[src/rtl/trc_pkg.sv]
package trc_pkg;
  typedef enum logic [2:0] {
    ST_IDLE = 3'd0,
    ST_PRE  = 3'd1,
    ST_WAIT = 3'd2,
    ST_POST = 3'd3,
    ST_DONE = 3'd4
  } trc_state_t;
endpackage

[src/rtl/trc_src_mux.sv]
module trc_src_mux #(
  parameter int AW = 16,
  parameter int DW = 8
) (
  input  logic          event_only,
  input  logic          cof_vld,
  input  logic [AW-1:0] cof_addr,
  input  logic          evt_vld,
  input  logic [DW-1:0] evt_data,
  output logic          ent_vld,
  output logic [AW-1:0] ent_val
);
  logic [AW-1:0] evt_wide;

  generate
    if (DW == AW) begin : g_same
      assign evt_wide = evt_data;
    end else begin : g_pad
      assign evt_wide = {{(AW-DW){1'b0}}, evt_data};
    end
  endgenerate

  always_comb begin
    if (event_only) begin
      ent_vld = evt_vld;
      ent_val = evt_wide;
    end else begin
      ent_vld = cof_vld;
      ent_val = cof_addr;
    end
  end

  // the source flag must gate which strobe reaches the store.
  always_comb begin
    if (event_only && !evt_vld) a_r5_evt_gate: assert (!ent_vld);
    if (!event_only && !cof_vld) a_r6_cof_gate: assert (!ent_vld);
  end
endmodule

[src/rtl/trc_store.sv]
module trc_store #(
  parameter int DEPTH = 8,
  parameter int AW    = 16,
  localparam int PW   = $clog2(DEPTH),
  localparam int CW   = $clog2(DEPTH + 1)
) (
  input  logic          clk,
  input  logic          rst_n,
  input  logic          clr,
  input  logic          wr_en,
  input  logic [AW-1:0] wr_val,
  input  logic          rd_en,
  output logic [AW-1:0] rd_val,
  output logic [CW-1:0] count,
  output logic          fill_hit
);
  logic [AW-1:0] mem [DEPTH];
  logic [PW-1:0] wptr, rptr;
  logic [CW-1:0] cnt, cnt_nxt;
  logic          rd_take, wr_take, ovr;

  function automatic logic [PW-1:0] ptr_step(input logic [PW-1:0] p);
    if (p == PW'(DEPTH - 1)) return '0;
    return p + 1'b1;
  endfunction

  function automatic logic [CW-1:0] occ_step(input logic [CW-1:0] c,
                                             input logic w, input logic r);
    if (w && r) return c;
    if (w) return (c == CW'(DEPTH)) ? c : c + 1'b1;
    if (r) return c - 1'b1;
    return c;
  endfunction

  assign wr_take  = wr_en && !clr;
  assign rd_take  = rd_en && !clr && (cnt != '0);
  assign ovr      = wr_take && !rd_take && (cnt == CW'(DEPTH));
  assign cnt_nxt  = occ_step(cnt, wr_take, rd_take);
  assign fill_hit = wr_take && (cnt_nxt == CW'(DEPTH));
  assign rd_val   = mem[rptr];
  assign count    = cnt;

  always_ff @(posedge clk or negedge rst_n) begin
    if (!rst_n) begin
      wptr <= '0;
      rptr <= '0;
      cnt  <= '0;
    end else if (clr) begin
      wptr <= '0;
      rptr <= '0;
      cnt  <= '0;
    end else begin
      if (wr_take) wptr <= ptr_step(wptr);
      if (rd_take || ovr) rptr <= ptr_step(rptr);
      cnt <= cnt_nxt;
    end
  end

  always_ff @(posedge clk or negedge rst_n) begin
    if (!rst_n) begin
      for (int i = 0; i < DEPTH; i++) mem[i] <= '0;
    end else if (wr_take) begin
      mem[wptr] <= wr_val;
    end
  end

  a_r2_count_cap: assert property (@(posedge clk) disable iff (!rst_n)
    cnt <= CW'(DEPTH));
  a_r1_clear_empties: assert property (@(posedge clk) disable iff (!rst_n)
    clr |=> (cnt == '0));
  a_r2_ring_stays_full: assert property (@(posedge clk) disable iff (!rst_n)
    (wr_en && !clr && !rd_en && cnt == CW'(DEPTH)) |=> (cnt == CW'(DEPTH)));
  a_r2_read_drains: assert property (@(posedge clk) disable iff (!rst_n)
    (rd_en && !wr_en && !clr && cnt != '0) |=> (cnt == $past(cnt) - 1'b1));
endmodule

[src/rtl/trc_seq.sv]
module trc_seq
  import trc_pkg::*;
(
  input  logic clk,
  input  logic rst_n,
  input  logic arm,
  input  logic trig,
  input  logic begin_eff,
  input  logic halt_en,
  input  logic fill_hit,
  output logic rec_en,
  output logic done,
  output logic halt_req
);
  trc_state_t st, st_nxt;
  logic trig_stop, trig_start, seq_fill, finish;

  assign trig_stop  = (st == ST_PRE) && trig;
  assign trig_start = (st == ST_WAIT) && trig;
  assign rec_en     = !arm && ((st == ST_PRE) || (st == ST_POST) || trig_start);
  assign seq_fill   = ((st == ST_POST) || trig_start) && fill_hit;
  assign finish     = !arm && (trig_stop || seq_fill);

  always_comb begin
    st_nxt = st;
    if (arm)             st_nxt = begin_eff ? ST_WAIT : ST_PRE;
    else if (finish)     st_nxt = ST_DONE;
    else if (trig_start) st_nxt = ST_POST;
  end

  always_ff @(posedge clk or negedge rst_n) begin
    if (!rst_n) begin
      st       <= ST_IDLE;
      halt_req <= 1'b0;
    end else begin
      st <= st_nxt;
      if (arm)         halt_req <= 1'b0;
      else if (finish) halt_req <= halt_en;
    end
  end

  assign done = (st == ST_DONE);

  a_r7_halt_needs_done: assert property (@(posedge clk) disable iff (!rst_n)
    halt_req |-> done);
  a_r7_halt_holds: assert property (@(posedge clk) disable iff (!rst_n)
    (halt_req && !arm) |=> halt_req);
  a_r8_done_sticks: assert property (@(posedge clk) disable iff (!rst_n)
    (done && !arm) |=> done);
  a_r3_stop_completes: assert property (@(posedge clk) disable iff (!rst_n)
    (trig_stop && !arm) |=> done);
  a_r10_idle_silent: assert property (@(posedge clk) disable iff (!rst_n)
    (st == ST_IDLE) |-> !rec_en);
  a_r1_arm_clears: assert property (@(posedge clk) disable iff (!rst_n)
    arm |=> (!done && !halt_req));
endmodule

[src/rtl/trc_capture_ctrl.sv]
module trc_capture_ctrl #(
  parameter int DEPTH = 8,
  parameter int AW    = 16,
  parameter int DW    = 8,
  localparam int CW   = $clog2(DEPTH + 1)
) (
  input  logic          clk,
  input  logic          rst_n,
  input  logic          arm,
  input  logic          end_mode,
  input  logic          event_only,
  input  logic          halt_en,
  input  logic          trig,
  input  logic          cof_vld,
  input  logic [AW-1:0] cof_addr,
  input  logic          evt_vld,
  input  logic [DW-1:0] evt_data,
  input  logic          rd_req,
  output logic [AW-1:0] rd_data,
  output logic [CW-1:0] count,
  output logic          done,
  output logic          halt_req
);
  logic          ent_vld;
  logic [AW-1:0] ent_val;
  logic          rec_en, wr_fire, fill_hit, begin_eff;

  assign begin_eff = event_only || !end_mode;
  assign wr_fire   = rec_en && ent_vld;

  trc_src_mux #(.AW(AW), .DW(DW)) u_mux (
    .event_only(event_only), .cof_vld(cof_vld), .cof_addr(cof_addr),
    .evt_vld(evt_vld), .evt_data(evt_data),
    .ent_vld(ent_vld), .ent_val(ent_val)
  );

  trc_seq u_seq (
    .clk(clk), .rst_n(rst_n), .arm(arm), .trig(trig),
    .begin_eff(begin_eff), .halt_en(halt_en), .fill_hit(fill_hit),
    .rec_en(rec_en), .done(done), .halt_req(halt_req)
  );

  trc_store #(.DEPTH(DEPTH), .AW(AW)) u_store (
    .clk(clk), .rst_n(rst_n), .clr(arm), .wr_en(wr_fire), .wr_val(ent_val),
    .rd_en(rd_req), .rd_val(rd_data), .count(count), .fill_hit(fill_hit)
  );

  // after completion only host reads may change occupancy.
  a_r8_frozen: assert property (@(posedge clk) disable iff (!rst_n)
    (done && !arm && !rd_req) |=> $stable(count));
endmodule

[config.mk]
export PLATFORM = sky130hd
export DESIGN_NAME = trc_capture_ctrl
export DESIGN_NICKNAME = d
export VERILOG_FILES = /design/src/rtl/trc_pkg.sv /design/src/rtl/trc_src_mux.sv /design/src/rtl/trc_store.sv /design/src/rtl/trc_seq.sv /design/src/rtl/trc_capture_ctrl.sv
export SDC_FILE = /design/constraint.sdc
export NUM_CORES = 1
export LEC_CHECK = 0
export BUFFER_PORTS_ARGS = -buffer_cell sky130_fd_sc_hd__buf_4
export CORE_ASPECT_RATIO = 0.8
export CORE_MARGIN = 1
export CORE_UTILIZATION = 54
export CTS_CLUSTER_DIAMETER = 200
export CTS_CLUSTER_SIZE = 16
export DETAILED_ROUTE_END_ITERATION = 8
export PLACE_DENSITY = 0.81
export SLEW_MARGIN = 10
export SYNTH_ARGS = -nofsm -noshare
export SYNTH_HDL_FRONTEND = slang
export SYNTH_SLANG_ARGS = --single-unit
[constraint.sdc]
create_clock -name clk -period 2.1 [get_ports clk]
set_input_delay 0.105 -clock clk [delete_from_list [all_inputs] [get_ports clk]]
set_output_delay 0.105 -clock clk [all_outputs]
set_load 0.02 [all_outputs]
==> run_results.csv <==
group,metric,value,unit
route,detail_route.iter0.violations,324,
die,number_of_placement_rows,35,
global_route,largest_net_degree_at_the_start_of_global_routing,59,
route,routed_wire_length_per_instance,19.2,um
yosys,synth_cells,593,
global_route,global_route_wire_length_before_repair,25300,um
placement,dp_slack,-0.0336,ns
yosys,synth_area_per_cell,11.2,um2
global_route,antenna_found_initial,0,
die,core_area,11800,um2
pwr,switching_share,0.271,
yosys,synth_seq_cells,142,
sta,final_min_period_over_clock_period,1.02,
worst_setup_path,critPathCaptureType,"output port",
yosys,synthesis.nets,633,
sta,setup_viol,16,
sta,worst-slew-pin-transition,0.723,ns
worst_setup_path,timing.setup.critical_path_class,"reg -> out",
yosys,mappedNetlistArea,6660,um2
placement,detailed_place_hpwl,9290,um
global_route,global_route.usage.total,0.265,
pwr,powerDensity,981,nW/um2
route,detail_route.first_pass.iterations,5,
run,drv.max_cap_violation_count,0,
layout,design.final.nets,705,
die,height_of_the_die,101,um
layout,antenna_cells_inserted,0,
cts,cts_htree_levels,4,
route,routed_via_density,5.83,
route,ant_nets,0,
sta,timing.fmax,0.468,GHz
outcome,failed_checks,"setup timing",
yosys,postSynth.asyncResetShare,1.00,
layout,layout.core_utilization,0.698,
die,die_area,12800,um2
placement,count_of_buffers_inserted_at_the_top_level_ports,55,
pwr,vdd_ir_drop_max,0.000808,V
sta,max-slew-margin-rel,0.504,
cts,clock_latency,0.42,ns
sta,finalWorstPathRequiredPeriod,2.14,ns
yosys,synth-warning-count,0,
sta,slew_viol_final,0,
outcome,run_status,"finished with violations",
global_route,via_count_of_the_first_global_routing_pass,5032,
global_route,grt_overflow,0,
sta,final_count_of_hold_timing_violations,0,
sta,hold_ws,0.0480,ns
sta,finClkSkew,0.00673,ns
cts,cts_inserted_buffers,17,
yosys,synth_top_area_cell,"sky130_fd_sc_hd__dfrtp_1",
yosys,synth_edf_count,0,
cts,clock_pin_slew_reported_for_the_worst_setup_and_hold_paths_after_clock_tree_synthesis,0.06,ns
sta,grt_setup_unrepaired,"yes",
layout,layout-drive-gt1-share,0.329,
yosys,synth.cells.most_frequent,"142 x sky130_fd_sc_hd__dfrtp_1, 119 x sky130_fd_sc_hd__nand2_1, 117 x sky130_fd_sc_hd__o21ai_0",
yosys,yosysMostFrequentCell,"sky130_fd_sc_hd__dfrtp_1",
pwr,intPower,5.88,mW
sta,setup_total_negative_slack,-0.424,ns
route,detailroute.via_count,4815,
cts,cts-root-buf,"sky130_fd_sc_hd__clkbuf_16",
cts,cts_tree,"done",
worst_setup_path,cp_slowest_cell,"sky130_fd_sc_hd__mux4_2",
die,initial_core_util,0.565,
cts,cts.path.max_buffers,2,
worst_setup_path,cp_data_required_time,2.00,ns
route,drcViolationCount,0,
pwr,power.net_switching,2.18,mW
cts,clk_sink_count,142,
worst_setup_path,timing.critical_path.fanout_max,11,
worst_setup_path,cp-start-kind,"flip-flop",
worst_setup_path,critical-path-max-stage-delay,0.52,ns
yosys,synthDominantCellAreaShare,0.534,
yosys,synth.distinct_cells,45,
layout,area_added_between_synthesis_and_finish,23.5,%
placement,finalWeightedCongestion,0.818,
die,die_width,126,um
pwr,clkPwrFrac,0.373,
worst_setup_path,crit_buf_inv,2,
pwr,power.sequential.fraction,0.385,
yosys,main_area_contributors_after_synthesis,"sky130_fd_sc_hd__dfrtp_1 53%, sky130_fd_sc_hd__mux4_2 11%, sky130_fd_sc_hd__o21ai_0 8.8%, sky130_fd_sc_hd__nand2_1 6.7%, sky130_fd_sc_hd__mux2_2 2.7%",
route,detail_route.wirelength,15900,um
yosys,synthFlopType,"sky130_fd_sc_hd__dfrtp_1",
die,io_pins,56,
worst_hold_path,hp-class,"in -> reg",
worst_setup_path,cells_along_the_critical_path,"clkbuf_16 > mux4_2 > mux2_4 > buf_6",
worst_setup_path,cp_top_family,"multiplexers",
sta,setup_slack_after_layout,-0.0390,ns
pwr,static-leakage-power,3.67,nW
pwr,combinationalPowerShare,0.242,
worst_setup_path,worst_ep_arrival_time,2.03,ns
pwr,total_power,8.06,mW
yosys,post_synthesis_sequential_area_ratio,0.534,
-- stage by stage --
step	instances	instance area, um2
floorplan	593	6680
global placement	783	7350
detailed placement	783	7350
CTS	820	8090
global route	826	8220
finish	826	8220
-- power groups by stage --
| stage | clock network (mW) | logic [mW] | registers (mW) |
|---|---|---|---|
| floorplan | 0 | 1.09 | 3.14 |
| global placement | 0 | 1.65 | 3.12 |
| detailed placement | 0 | 1.72 | 3.14 |
| CTS | 3.04 | 1.84 | 3.09 |
| global route | 3.16 | 2.10 | 3.13 |
| finish | 3.01 | 1.95 | 3.11 |
-- flip-flops by register name (all words and copies together) (netlist names) --
name and count:
u_store.mem 128, u_seq.st 3, u_store.wptr 3, u_store.rptr 3, u_store.count 4, u_seq.halt_req 1
-- per-layer routing --
layer / global-route usage / wire length (um) / up-vias
met5: 0 / 0 / -
met4: 0.109 / 277 / 0
met3: 0.0644 / 925 / 25
met2: 0.444 / 8110 / 136
met1: 0.335 / 6560 / 2421
li1: - / - / 2233
-- what timing repair did --
item,CTS,global route
gates cloned,1,2
gates resized for setup,19,18
setup buffers,2,4
endpoints found under the hold margin,144,0
pin swaps,0,8
hold buffers,2,0
endpoints found under the setup margin,35,67
-- cells by family (layout without fill, tap and decap cells) --
logic type / count (synthesis) / after routing / share of synthesized area
flip-flops: 142 / 142 / 0.534
AO/OA/AOI/OAI: 145 / 145 / 0.124
AND/OR/NAND/NOR: 185 / 185 / 0.131
XOR/XNOR: 4 / 4 / 0.00526
adder cells (fa/ha/maj): 8 / 8 / 0.0145
buffers and inverters: 46 / 131 / 0.0319
multiplexers: 63 / 63 / 0.160
-- area by class of cell --
cell class | count | area (um2)
clock buffer | 21 | 450
tap | 148 | 185
inverter | 3 | 11.3
sequential | 142 | 3560
multi-input combinational | 405 | 2980
clock inverter | 11 | 141
timing repair buffer | 96 | 896
fill | 796 | 3560
-- worst register-to-register path, delay by kind of cell (launching register included) --
family                   cells  cell delay [ns]
buffers and inverters        1             0.08
adder cells (fa/ha/maj)      2             0.46
AO/OA/AOI/OAI                2             0.27
flip-flops                   1             0.42
AND/OR/NAND/NOR              2             0.56
multiplexers                 1             0.21
-- cell usage in the layout (no fill, tap or decap), drive strengths merged --
master and instances:
mux4 32, clkinvlp 3, nand4b 2, nand4 3, maj3 2, nor2 7
a221oi 1, nor3b 2, a211oi 2, o21ai 133, nand3b 4, or4 1
a31oi 2, buf 92, or3 2, nor2b 4, ha 6, o211ai 1
nand2 134, nand2b 15, or4b 1, nor4b 1, xnor2 4, dfrtp 142
nand3 3, inv 3, a21oi 3, o31ai 2, bufinv 3, dlygate4sd3 2
clkbuf 23, clkinv 5, and2 1, mux2i 15, nor4 1, nor3 2
or3b 2, mux2 16, o21ba 1
-- worst paths after layout --
kind	start	to	slack (ns)	cells after the start
worst max register to register	u_store.count[1]	u_seq.st[2]	-0.02	8
worst min register to register	u_store.mem[12]	u_store.mem[12]	0.48	2
max in group asynchronous	rst_n	u_store.mem[2]	1.31	3
worst min-delay path	halt_en	u_seq.halt_req	0.05	3
min in group asynchronous	rst_n	u_store.mem[64]	0.14	2
worst max-delay path	u_store.rptr[0]	rd_data[1]	-0.04	4
Note: power is estimated with default switching activity, not from simulation.
